[src/rtl/cegate_pkg.sv]
package cegate_pkg;
  typedef enum logic [1:0] {
    GS_OPEN  = 2'd0,
    GS_GRACE = 2'd1,
    GS_SHUT  = 2'd2
  } gate_st_e;
endpackage

[src/rtl/cegate_timer.sv]
module cegate_timer #(
  parameter int unsigned GRACE_CYC = 750
) (
  input  logic clk_i,
  input  logic rst_ni,
  input  logic run_i,
  output logic expired_o
);
  localparam int unsigned CNT_W = (GRACE_CYC > 1) ? $clog2(GRACE_CYC) : 1;
  localparam logic [CNT_W-1:0] LAST = CNT_W'(GRACE_CYC - 1);

  logic [CNT_W-1:0] cnt_q;

  always_ff @(posedge clk_i or negedge rst_ni) begin
    if (!rst_ni)                   cnt_q <= '0;
    else if (!run_i)               cnt_q <= '0;
    else if (cnt_q != LAST)        cnt_q <= cnt_q + CNT_W'(1);
  end

  assign expired_o = run_i && (cnt_q == LAST);

  assert_grace_bound_R4: assert property (@(posedge clk_i) disable iff (!rst_ni)
    cnt_q <= LAST);
endmodule

[src/rtl/cegate_fsm.sv]
module cegate_fsm
  import cegate_pkg::*;
(
  input  logic     clk_i,
  input  logic     rst_ni,
  input  logic     hold_i,
  input  logic     ce_low_i,
  input  logic     expired_i,
  output gate_st_e state_o,
  output logic     run_o
);
  gate_st_e st_q, st_d;

  always_comb begin
    st_d = st_q;
    unique case (st_q)
      GS_OPEN:  if (hold_i) st_d = ce_low_i ? GS_GRACE : GS_SHUT;
      GS_GRACE: begin
        if (!hold_i)                     st_d = GS_OPEN;
        else if (!ce_low_i || expired_i) st_d = GS_SHUT;
      end
      GS_SHUT:  if (!hold_i) st_d = GS_OPEN;
      default:  st_d = GS_SHUT;
    endcase
  end

  always_ff @(posedge clk_i or negedge rst_ni) begin
    if (!rst_ni) st_q <= GS_OPEN;
    else         st_q <= st_d;
  end

  assign state_o = st_q;
  assign run_o   = (st_q == GS_GRACE);

  assert_shut_sticky_R6: assert property (@(posedge clk_i) disable iff (!rst_ni)
    ($past(st_q == GS_SHUT) && $past(hold_i)) |-> (st_q == GS_SHUT));
endmodule

[src/rtl/cegate_outmux.sv]
module cegate_outmux
  import cegate_pkg::*;
(
  input  gate_st_e state_i,
  input  logic     ce_in_ni,
  output logic     ce_out_no,
  output logic     gate_en_o
);
  // closed gate: output pulled high, input seen as high impedance
  assign gate_en_o = (state_i != GS_SHUT);
  assign ce_out_no = gate_en_o ? ce_in_ni : 1'b1;
endmodule

[src/rtl/cegate_ctrl.sv]
module cegate_ctrl
  import cegate_pkg::*;
#(
  parameter int unsigned GRACE_CYC = 750
) (
  input  logic clk_i,
  input  logic rst_ni,
  input  logic ce_in_ni,
  input  logic rst_act_i,
  input  logic tmo_act_i,
  output logic ce_out_no,
  output logic gate_en_o
);
  logic     hold;
  logic     run;
  logic     expired;
  gate_st_e state;

  assign hold = rst_act_i | tmo_act_i;

  cegate_fsm u_fsm (
    .clk_i     (clk_i),
    .rst_ni    (rst_ni),
    .hold_i    (hold),
    .ce_low_i  (!ce_in_ni),
    .expired_i (expired),
    .state_o   (state),
    .run_o     (run)
  );

  cegate_timer #(.GRACE_CYC(GRACE_CYC)) u_timer (
    .clk_i     (clk_i),
    .rst_ni    (rst_ni),
    .run_i     (run),
    .expired_o (expired)
  );

  cegate_outmux u_mux (
    .state_i   (state),
    .ce_in_ni  (ce_in_ni),
    .ce_out_no (ce_out_no),
    .gate_en_o (gate_en_o)
  );

  assert_low_needs_in_R2: assert property (@(posedge clk_i) disable iff (!rst_ni)
    !ce_out_no |-> !ce_in_ni);

  assert_follow_R1: assert property (@(posedge clk_i) disable iff (!rst_ni)
    (!hold && $past(!hold)) |-> (ce_out_no == ce_in_ni));

  assert_idle_close_R3: assert property (@(posedge clk_i) disable iff (!rst_ni)
    ($rose(hold) && ce_in_ni) |=> !gate_en_o);

  assert_shut_high_R8: assert property (@(posedge clk_i) disable iff (!rst_ni)
    ($past(!gate_en_o) && $past(hold) && hold) |-> (ce_out_no && !gate_en_o));
endmodule

[config.mk]
export PLATFORM = sky130hd
export DESIGN_NAME = cegate_ctrl
export DESIGN_NICKNAME = d
export VERILOG_FILES = /design/src/rtl/cegate_pkg.sv /design/src/rtl/cegate_timer.sv /design/src/rtl/cegate_fsm.sv /design/src/rtl/cegate_outmux.sv /design/src/rtl/cegate_ctrl.sv
export SDC_FILE = /design/constraint.sdc
export NUM_CORES = 1
export LEC_CHECK = 0
export BUFFER_PORTS_ARGS = -buffer_cell sky130_fd_sc_hd__buf_2
export CAP_MARGIN = 20
export CORE_AREA = 3 3 40 42
export DETAILED_ROUTE_END_ITERATION = 6
export DIE_AREA = 0 0 43 45
export PLACE_DENSITY = 0.77
export SKIP_CTS_REPAIR_TIMING = 1
export SLEW_MARGIN = 20
export SYNTH_ARGS = -nofsm -noshare
export SYNTH_HDL_FRONTEND = slang
export SYNTH_HIERARCHICAL = 1
export SYNTH_SLANG_ARGS = --single-unit
[constraint.sdc]
create_clock -name clk_i -period 2.2 [get_ports clk_i]
set_input_delay 0.22 -clock clk_i [delete_from_list [all_inputs] [get_ports clk_i]]
set_output_delay 0.22 -clock clk_i [all_outputs]
set_load 0.02 [all_outputs]
# Yosys cells after proc, flatten, opt, wreduce, memory -nomap -nowiden
# Cells that the tools add are included.
[totals] register_bits=12 inputBits=5 output_inout_bits=2
[op_classes] addsub=1 n_eq_ne=9 muxes=9 n_bitwise=1 reduce_logical=4
[ops] op="10-bit 2-to-1 mux" n=2
[ops] op="10-bit by 1-bit adder with 10-bit output (second input constant)" n=1
[ops] op="10-bit == test (second input constant)" n=1
[ops] op="2-bit 2-to-1 mux" n=5
[ops] op="10-bit inequality test (second input constant)" n=1
[ops] op="2-bit inequality test (second input constant)" n=3
[ops] op="2-bit one-hot mux with 3 select lines" n=1
[ops] op="3-bit inequality test (second input constant)" n=1
[ops] op="3-bit AND reduction" n=1
[ops] op="2-bit by 1-bit == test with 1-bit output (second input constant)" n=1
[ops] op="2-bit == test (second input constant)" n=1
[ops] op="2-bit logical NOT" n=1
[ops] op="2-bit by 1-bit inequality test with 1-bit output (second input constant)" n=1
[ops] op="1-bit logical AND" n=1
[ops] op="1-bit logical OR" n=1
[ops] op="1-bit 2-to-1 mux" n=1
[ops] op="1-bit bitwise OR" n=1

# Depth between registers and ports, before layout
# Gate-level depths: netlist (run 1).
[logic_depth] ltp_word=6 mapped_depth=7

# Modules after synthesis
# The synthesis (run 1) kept the hierarchy.
[by_module_without_submodules] module="cegate_timer" instances=1 cells_each=59 area_per_inst_um2=574.3 seq_area_each_um2=250.2
[by_module_without_submodules] module="cegate_fsm" instances=1 cells_each=8 area_per_inst_um2=83.8 seq_area_each_um2=50.0
[by_module_without_submodules] module="cegate_outmux" instances=1 cells_each=2 area_per_inst_um2=22.5 seq_area_each_um2=0.0
[by_module_without_submodules] module="cegate_ctrl" instances=1 cells_each=2 area_per_inst_um2=10.0 seq_area_each_um2=0.0

# Worst setup path before layout (run 1)
# OpenSTA, ideal clock, no wires.
[synth_timing] path_kind="register to register" start="register u_timer.cnt_q[1]" end="register u_fsm.st_q[0], in the netlist u_fsm/state_o[0]" setup_time_ns=0.120 arrival_time_ns=1.489 t_required_ns=2.080 setup_slack_ns=0.591 path_stages_with_launch=8 cell_sequence="dfrtp_1 -> inv_1 -> ha_1 -> nand4b_1 -> nor4_2 -> and2_1 -> nand2_1 -> and4_1"
[synth_via] elab_chain_len=5
[synth_lines] element="start: declaration" line_no="cegate_timer.sv:12" text="logic [CNT_W-1:0] cnt_q;"
[synth_lines] element="start signal: assignment" line_no="cegate_timer.sv:17" text="else if (cnt_q != LAST) cnt_q <= cnt_q + CNT_W'(1);"
[synth_lines] element="10-bit == test" line_no="cegate_timer.sv:20" text="assign expired_o = run_i && (cnt_q == LAST);"
[synth_lines] element="1-bit logical AND" line_no="cegate_timer.sv:20"
[synth_lines] element="net expired" line_no="cegate_ctrl.sv:16" text="logic expired;"
[synth_lines] element="1-bit logical OR" line_no="cegate_fsm.sv:20" text="else if (!ce_low_i || expired_i) st_d = GS_SHUT;"
[synth_lines] element="3-bit inequality test (no source line)"
[synth_lines] element="3-bit AND reduction (no source line)"
[synth_lines] element="end signal: assignment" line_no="cegate_fsm.sv:29" text="else st_q <= st_d;"
[synth_lines] element="end: declaration" line_no="cegate_fsm.sv:12" text="gate_st_e st_q, st_d;"
# The timed path passes the listed nets, and every way through them passes these cells.
# A chain may end at the register's enable or synchronous reset.

# Final worst setup path (run 1)
# Same ends and word-level chain as after synthesis.

==> metrics.md, run 1 <==
| Metric | Value |
|---|---|
| Maximum root-to-sink buffer count | `2` |
| Number of ports placed on the die boundary | `7` |
| Simple-gate share of the synthesized area | `0.306` |
| Post-synthesis sequential area ratio | `0.435` |
| Critical Path Start Type | `flop` |
| Number of antenna violations at the first check in global routing | `0` |
| # setup viols final | `0` |
| Warnings from Yosys | `6` |
| Dominant combinational cell family by area after synthesis | `simple AND/OR/NAND/NOR gates` |
| Setup total negative slack | `0 ns` |
| Number of detailed-routing iterations run before antenna repair | `4` |
| Post-synthesis share of cell area spent on xor and xnor gates | `0` |
| Post-synthesis adder-cell area fraction | `0.0362` |
| Die outline height | `45 um` |
| Power after layout | `441 uW` |
| Total global routing track utilization | `0.144` |
| Cell count after synthesis | `71` |
| Measured slew at the worst slew-check pin | `0.317 ns` |
| Endpoint class of the critical path | `flop` |
| Pleak | `0.325 nW` |
| Compound-cell area share of the yosys netlist | `0.145` |
| Largest cells by area after synthesis | `dfrtp_1, nand2_1, a21oi_1, mux2i_1, ha_1` |
| Clk pin slew, worst setup/hold paths | `0.08 ns` |
| Hold Vio Cnt, Final | `0` |
| WL final | `1280 um` |
| Max VDD drop | `0.372 mV` |
| Part of the total power dissipated in combinational logic | `0.080` |
| Routed via count | `548` |
| Fraction of power consumed by sequential logic | `0.520` |
| Worst Setup Slack, final | `0.547 ns` |
| Power Density | `555 nW/um^2` |
| Reg2Reg Capture Point | `u_fsm/state_o[0]` |
| Post-synthesis net count | `78` |
| End point of the critical path | `u_fsm/state_o[0]` |
| Total of flip-flops plus latches after synthesis | `12` |
| Highest clock frequency the design can meet | `605 MHz` |
| Data arrival at the endpoint of the critical path | `1.82 ns` |
| CP Data Required Time | `2.37 ns` |
| Starting density of the core | `0.537` |
| Row cnt | `13` |
| Fillers | `103` |
| Run status | `finished clean` |
| Final layout net count | `91` |
| Wire length of the first global-routing pass | `2080 um` |
| H-tree depth | `1` |
| Post-detailed-route via-to-cell ratio | `5.59` |
| DP Wirelength | `964 um` |
| Width of the die | `43 um` |
| Fraction of synthesized cell area taken by the top area cell type | `0.435` |
| Critical path peak fanout | `5` |
| Worst R2R Path Depth | `8` |
| Final core occ | `0.619` |
| Net load switching power | `101 uW` |
| Internal power of the cells | `340 uW` |
| Number of antenna-violating nets in the routed design | `0` |
| Post-Place Cell Area | `749 um^2` |
| CTS tree | `yes` |
| Antenna Cells | `0` |
| Proportion of power drawn by the clock network | `0.400` |
| Hold Slack | `0.223 ns` |
| Largest net degree at the start of global routing | `13` |
| Layout area overhead | `15.2%` |
| Library cells used by synthesis | `29` |
| Routed length per placed instance | `13.1 um` |
| Post-synth design cell area | `691 um^2` |
| Die Footprint | `1940 um^2` |
| Worst setup timing slack at the placement stage | `0.570 ns` |
| Area leader, netlist | `dfrtp_1` |
| Design Area, Final | `796 um^2` |
| Clock root buffer master | `clkbuf_4` |
| Final critical-path share of the clock period | `0.752` |
| Aggregate global routing overflow | `0` |
| FF-to-FF setup slack | `0.55 ns` |
| Number of buffers added by the clock tree synthesis step | `3` |
| Number of clock sinks | `12` |
| Weighted congestion at the end of routability-driven global placement | `0.787` |
| Final count of pins violating max slew | `0` |
| Number of design-rule violations left by the first detailed-router iteration | `18` |
| Layout Skew | `0.00227 ns` |
| Crit path kind | `reg -> reg` |
| Switching share of total power | `0.230` |
| Fraction of final layout cells sized beyond drive strength 1 | `0.253` |
| Clock Latency Late Sink | `0.27 ns` |
| Max Cap Viol | `0` |
| Count of input and output buffers | `6` |
| Min-delay worst type | `in -> reg` |
| Reg2reg start | `u_timer/cnt_q[1]` |
| Remaining routing DRC violations | `0` |
| Core area | `1280 um^2` |
| Total instance count after detailed placement | `93` |
| Count of placed standard cells in the final layout, fillers left out | `98` |
| Vias in the first global route | `503` |
| Unrepaired setup endpoints after global routing | `false` |
| Crit path time final | `1.65 ns` |
| Mux contribution to synthesized area | `0.0435` |
| Avg Inst Size Synth | `9.73 um^2` |
| First element of the critical path | `u_timer/cnt_q[1]` |
| Remaining max-slew budget at the tightest pin | `0.787` |
==> sequential cells by signal, indices dropped and copies added, names as in the netlist <==
signal and flops:
u_fsm/state_o 2, u_timer/cnt_q 10
==> power by group through the flow <==
stage                     combinational, mW  clock, mW  sequential, mW
after floorplan                      0.0202          0           0.233
after global placement               0.0333          0           0.234
after detailed placement             0.0343          0           0.234
after CTS                            0.0345      0.178           0.230
after global routing                 0.0390      0.183           0.230
final                                0.0353      0.177           0.229
==> logic make-up after synthesis <==
group                    Yosys count
buffers and inverters              6
AND/OR/NAND/NOR                   31
multiplexers                       3
AO/OA/AOI/OAI                     17
adder cells (fa/ha/maj)            2
flip-flops                        12
==> Yosys cell counts <==
library cell	instances
or3_1	1
nand2b_4	1
nand2_1	9
a21oi_1	6
ha_1	2
o21ba_2	1
or4_1	2
and2_1	1
a31oi_1	2
mux2i_1	3
and3_2	1
nor2b_1	1
clkbuf_2	1
o21ai_0	5
nor4_2	1
nand4_2	1
nand2b_2	1
or2_1	1
o31ai_1	2
and4b_1	1
a211oi_1	1
and4b_2	1
dfrtp_1	12
nand4b_1	1
or3_2	2
nand2b_1	3
and4_1	1
nand3_1	2
inv_1	5
==> critical path, cell delays in order, from the launching register on <==
cell	delay [ns]
dfrtp_1	0.43
inv_1	0.07
ha_1	0.15
nand4b_1	0.11
nor4_2	0.23
buf_4	0.18
and2_1	0.12
nand2_1	0.06
and4_1	0.20
==> how the worst min path moves through the flow <==
stage	startpoint	end	slack [ns]	cells past startpoint
after floorplan	rst_ni	u_fsm/state_o[0]	-0.08	0
after global placement	rst_ni	u_timer/cnt_q[9]	0.11	1
after detailed placement	rst_ni	u_timer/cnt_q[5]	0.11	1
after CTS	rst_ni	u_timer/cnt_q[5]	-0.19	1
after global routing	ce_in_ni	u_fsm/state_o[1]	0.25	3
final	ce_in_ni	u_fsm/state_o[1]	0.22	3
==> cell usage in the layout (no fill, tap or decap) <==
cell,instances
nand2b_2,1
or3_1,1
clkbuf_8,1
and3_2,1
nor4_2,1
mux2i_1,3
o21ai_0,5
and4b_1,1
and4b_2,1
nor2b_1,1
dlygate4sd3_1,1
nand2b_1,3
dfrtp_1,12
buf_4,2
or3_2,2
inv_1,5
or4_1,2
buf_2,6
nand2b_4,1
nand3_1,2
nand4b_1,1
o21ba_2,1
or2_1,1
a211oi_1,1
nand4_2,1
nand2_1,9
o31ai_1,2
and2_1,1
ha_1,2
a31oi_1,2
a21oi_1,6
and4_1,1
clkbuf_4,3
==> layer usage <==
layer	vias up	global-route usage	wire length [um]
li1	281	-	-
met4	0	0.0723	0
met2	6	0.243	613
met1	261	0.179	638
met5	-	0	0
met3	0	0.0239	32
==> cell type report <==
class,instances,area [um^2],share of cell area
timing repair buffer,9,55.1,0.0692
clock buffer,4,36.3,0.0456
sequential,12,300,0.377
multi-input combinational,53,367,0.461
inverter,5,18.8,0.0236
tap,15,18.8,0.0236
Power figures use the tool's default switching activity.
==> run 2, diff against run 1 <==
==> constraint.sdc (replaced) <==
create_clock -name clk_i -period 1.6 [get_ports clk_i]
set_input_delay 0.16 -clock clk_i [delete_from_list [all_inputs] [get_ports clk_i]]
set_output_delay 0.16 -clock clk_i [all_outputs]
set_load 0.02 [all_outputs]
==> metrics.md, run 2 (synthesis gave the netlist of run 1 again) <==
| Metric | Value |
|---|---|
| Min-delay worst type | `in -> reg` |
| Routed via count | `564` |
| Highest clock frequency the design can meet | `660 MHz` |
| Number of design-rule violations left by the first detailed-router iteration | `15` |
| Weighted congestion at the end of routability-driven global placement | `0.771` |
| Power Density | `675 nW/um^2` |
| Fraction of final layout cells sized beyond drive strength 1 | `0.265` |
| Vias in the first global route | `530` |
| Crit path kind | `reg -> reg` |
| Final core occ | `0.622` |
| Count of placed standard cells in the final layout, fillers left out | `98` |
| Core area | `1280 um^2` |
| Width of the die | `43 um` |
| Remaining max-slew budget at the tightest pin | `0.765` |
| Measured slew at the worst slew-check pin | `0.351 ns` |
| Final layout net count | `92` |
| Unrepaired setup endpoints after global routing | `false` |
| Layout area overhead | `15.8%` |
| Aggregate global routing overflow | `0` |
| Commonest cells after routing, fill and taps aside | `dfrtp_1, nand2_1, buf_2, a21oi_1` |
| Largest register by flop count | `u_timer/cnt_q` |
| Largest register FFs | `10` |
| Total instance count after detailed placement | `94` |
| Total global routing track utilization | `0.157` |
| Max VDD drop | `0.461 mV` |
| Wire length of the first global-routing pass | `2230 um` |
| Count of input and output buffers | `6` |
| Endpoint class of the critical path | `flop` |
| Post-detailed-route via-to-cell ratio | `5.76` |
| Starting density of the core | `0.537` |
| Number of antenna-violating nets in the routed design | `0` |
| CP Data Required Time | `1.78 ns` |
| Cells along the critical path | `ha_1 -> and4b_2 -> a211oi_1 -> mux2i_1` |
| FF/Latch Area | `302 um^2` |
| WL final | `1360 um` |
| Die outline height | `45 um` |
| Layout Skew | `0.00347 ns` |
| Hold Vio Cnt, Final | `0` |
| Row cnt | `13` |
| # setup viols final | `0` |
| Data arrival at the endpoint of the critical path | `1.70 ns` |
| CTS tree | `yes` |
| Power after layout | `540 uW` |
| Fillers | `114` |
| Final critical-path share of the clock period | `0.948` |
| Antenna Cells | `0` |
| Largest delay share family, worst path | `flip-flops` |
| Clock Latency Late Sink | `0.26 ns` |
| Critical Path Start Type | `flop` |
| Commonest non-fill, non-tap cell in the layout | `dfrtp_1` |
| Number of clock sinks | `12` |
| Die Footprint | `1940 um^2` |
| Delay of the slowest critical-path stage | `0.44 ns` |
| H-tree depth | `1` |
| Number of ports placed on the die boundary | `7` |
| Max Cap Viol | `0` |
| Number of detailed-routing iterations run before antenna repair | `4` |
| Number of antenna violations at the first check in global routing | `0` |
| Clock root buffer master | `clkbuf_4` |
| Critical path peak fanout | `6` |
| Number of buffers added by the clock tree synthesis step | `3` |
| Worst path bufs/invs | `0` |
| DP Wirelength | `1050 um` |
| Crit path time final | `1.52 ns` |
| Final count of pins violating max slew | `0` |
| Pleak | `0.322 nW` |
| Maximum root-to-sink buffer count | `2` |
| Routed length per placed instance | `13.9 um` |
| Largest net degree at the start of global routing | `13` |
| Remaining routing DRC violations | `0` |
| Area of the multi-input gates | `375 um^2` |
| Standard cell with the maximum stage delay on the critical path | `dfrtp_2` |
| Setup total negative slack | `0 ns` |
| Clk pin slew, worst setup/hold paths | `0.07 ns` |
| Run status | `finished clean` |
[run 2: changes by cell type in the layout (fill, tap and decap cells not counted)]
cell      before  now
dfrtp_2        0    1
dfrtp_1       12   11
buf_4          2    3
nor4_4         0    1
nor4_2         1    0
clkbuf_8       1    0
[run 2: path summary, 6_finish.rpt]
| path | start | endpoint | slack [ns] | cells after the start |
|---|---|---|---|---|
| setup / recovery | u_timer/cnt_q[0] | u_timer/cnt_q[4] | 0.08 | 4 |
| hold / removal | ce_in_ni | u_fsm/state_o[1] | 0.17 | 3 |
| setup reg to reg | u_timer/cnt_q[0] | u_timer/cnt_q[4] | 0.08 | 4 |
| hold reg to reg | u_timer/cnt_q[3] | u_timer/cnt_q[3] | 0.55 | 1 |
| max in group asynchronous | rst_ni | u_timer/cnt_q[0] | 1.06 | 2 |
| min in group asynchronous | rst_ni | u_fsm/state_o[0] | 0.30 | 2 |
[run 2: final cells by class]
cell class,count,share of cell area
multi-input cells,53,0.469
flip-flops and latches,12,0.377
repair buffers,10,0.0782
clock buffers,3,0.0282
inverters,5,0.0235
well taps,15,0.0235
[run 2: through the flow]
step | instance area [um^2] | setup WS [ns] | hold slack [ns]
after floorplan | 699 | 0.0387 | -0.136
after global placement | 766 | 0.129 | 0.0495
after detailed placement | 766 | 0.0819 | 0.0485
after CTS | 788 | 0.0661 | -0.238
after global routing | 800 | 0.0371 | 0.183
final | 800 | 0.0837 | 0.171
[run 2: worst register-to-register path, delay by kind of cell, from the launching register on]
family	cells	cell delay (ns)
AOI/OAI and AO/OA	1	0.33
adders and majority gates	1	0.22
muxes	1	0.24
DFF	1	0.44
and+or+nand+nor	1	0.22
[run 2: metal layers]
metal | part of all wire | track usage | vias up
li1 | - | - | 286
met1 | 0.47 | 0.216 | 266
met2 | 0.49 | 0.246 | 8
met3 | 0.025 | 0.0239 | 4
met4 | 0.016 | 0.0723 | 0
met5 | 0 | 0 | -
[run 2: power by group]
| group | switching (mW) | internal [mW] | leakage, nW |
|---|---|---|---|
| sequential | 0.00723 | 0.308 | 0.162 |
| combinational | 0.0275 | 0.0212 | 0.146 |
| clock | 0.0885 | 0.0868 | 0.0138 |
| total | 0.123 | 0.416 | 0.322 |
==> run 3, diff against run 2 <==
--- a/config.mk
+++ b/config.mk
@@ -10,6 +10,7 @@
 export CORE_AREA = 3 3 40 42
 export DETAILED_ROUTE_END_ITERATION = 6
 export DIE_AREA = 0 0 43 45
+export GPL_TIMING_DRIVEN = 0
 export PLACE_DENSITY = 0.77
 export SKIP_CTS_REPAIR_TIMING = 1
 export SLEW_MARGIN = 20
==> metrics.md, run 3 (synthesis gave the netlist of run 1 again) <==
| Metric | Value |
|---|---|
| Reg2reg start | `u_timer/cnt_q[1]` |
| Width of the die | `43 um` |
| Row cnt | `13` |
| Number of antenna-violating nets in the routed design | `0` |
| Wire length of the first global-routing pass | `2370 um` |
| Power after layout | `603 uW` |
| Routed length per placed instance | `14.4 um` |
| Starting density of the core | `0.537` |
| Data arrival at the endpoint of the critical path | `1.74 ns` |
| FF-to-FF setup slack | `0.04 ns` |
| Hold Vio Cnt, Final | `0` |
| Max VDD drop | `0.415 mV` |
| Highest clock frequency the design can meet | `641 MHz` |
| Commonest cells after routing, fill and taps aside | `dfrtp_1, nand2_1, buf_2, a21oi_1` |
| Clock root buffer master | `clkbuf_4` |
| Number of detailed-routing iterations run before antenna repair | `4` |
| Critical Path Start Type | `flop` |
| Min-delay worst type | `in -> reg` |
| Aggregate global routing overflow | `0` |
| # setup viols final | `0` |
| Count of input and output buffers | `6` |
| Number of design-rule violations left by the first detailed-router iteration | `4` |
| Crit path kind | `reg -> reg` |
| Layout Skew | `0.00302 ns` |
| Maximum root-to-sink buffer count | `2` |
| Largest register by flop count | `u_timer/cnt_q` |
| Die Footprint | `1940 um^2` |
| DP Wirelength | `1000 um` |
| H-tree depth | `1` |
| Post-Place Cell Area | `748 um^2` |
| Layout area overhead | `17.8%` |
| Final layout net count | `92` |
| Post-detailed-route via-to-cell ratio | `5.80` |
| Measured slew at the worst slew-check pin | `0.287 ns` |
| Total global routing track utilization | `0.164` |
| Clock Latency Late Sink | `0.27 ns` |
| Power Density | `742 nW/um^2` |
| Clk pin slew, worst setup/hold paths | `0.08 ns` |
| Fraction of final layout cells sized beyond drive strength 1 | `0.286` |
| Number of clock sinks | `12` |
| Final count of pins violating max slew | `0` |
| Number of antenna violations at the first check in global routing | `0` |
| WL final | `1420 um` |
| Final critical-path share of the clock period | `0.974` |
| Weighted congestion at the end of routability-driven global placement | `0.791` |
| CP Data Required Time | `1.78 ns` |
| Vias in the first global route | `592` |
| Crit path time final | `1.56 ns` |
| Routed via count | `574` |
| Pleak | `0.327 nW` |
| Remaining routing DRC violations | `0` |
| Largest net degree at the start of global routing | `13` |
| Largest register FFs | `10` |
| Run status | `finished clean` |
| Number of ports placed on the die boundary | `7` |
| End point of the critical path | `u_fsm/state_o[1]` |
| Design Area, Final | `813 um^2` |
| Endpoint class of the critical path | `flop` |
| Critical path peak fanout | `4` |
| Number of buffers added by the clock tree synthesis step | `3` |
| CTS tree | `yes` |
| Core area | `1280 um^2` |
| First element of the critical path | `u_timer/cnt_q[1]` |
| Max Cap Viol | `0` |
| Die outline height | `45 um` |
| Antenna Cells | `0` |
| Reg2Reg Capture Point | `u_fsm/state_o[1]` |
| Remaining max-slew budget at the tightest pin | `0.807` |
| Unrepaired setup endpoints after global routing | `true` |
| Worst R2R Path Depth | `7` |
| Commonest non-fill, non-tap cell in the layout | `dfrtp_1` |
run 3: layout make-up:
| class | instances | area, um^2 |
|---|---|---|
| plain buffers | 1 | 5.00 |
| clock buffers | 4 | 36.3 |
| fillers | 105 | 472 |
| inverters | 5 | 18.8 |
| multi-input cells | 53 | 378 |
| flip-flops and latches | 12 | 302 |
| well taps | 15 | 18.8 |
| repair buffers | 9 | 55.1 |
run 3: metrics by stage:
step	cells	TNS, ns	utilization	setup slack (ns)	hold slack (ns)
global route	99	-0.151	0.633	-0.0720	0.209
CTS	96	-0.258	0.611	-0.155	-0.244
global placement	92	-0.125	0.582	-0.0972	0.0510
finish	99	0	0.633	0.0410	0.192
floorplan	71	0	-	0.0387	-0.136
detailed placement	92	-0.200	0.582	-0.127	0.0513
run 3: worst min path at each step:
stage	start	endpoint	slack, ns	cells past startpoint
4_1_cts	rst_ni	u_timer/cnt_q[6]	-0.24	1
3_3_place_gp	rst_ni	u_timer/cnt_q[8]	0.05	1
3_5_place_dp	rst_ni	u_timer/cnt_q[6]	0.05	1
6_report	ce_in_ni	u_fsm/state_o[1]	0.19	3
5_1_grt	ce_in_ni	u_fsm/state_o[1]	0.21	3
2_1_floorplan	rst_ni	u_fsm/state_o[0]	-0.14	0
run 3: critical path, cell delays in order, from the launching register on:
cell and delay, ns:
dfrtp_1 0.42, inv_1 0.07, ha_2 0.17, nand4b_1 0.15, nor4_4 0.24, and2_1 0.17
nand2_1 0.06, a31oi_1 0.19
run 3: layer usage:
| metal | part of all wire | global-route usage | vias up | wire (um) |
|---|---|---|---|---|
| met2 | 0.51 | 0.275 | 8 | 727 |
| met4 | 0.015 | 0.102 | 0 | 22 |
| li1 | - | - | 285 | - |
| met1 | 0.45 | 0.198 | 277 | 634 |
| met3 | 0.028 | 0.0239 | 4 | 40 |
| met5 | 0 | 0 | - | 0 |
run 3: power breakdown:
group	internal (mW)	switching [mW]	leakage, nW
Clock	0.138	0.0996	0.0210
Combinational	0.0209	0.0290	0.144
Sequential	0.308	0.00760	0.162
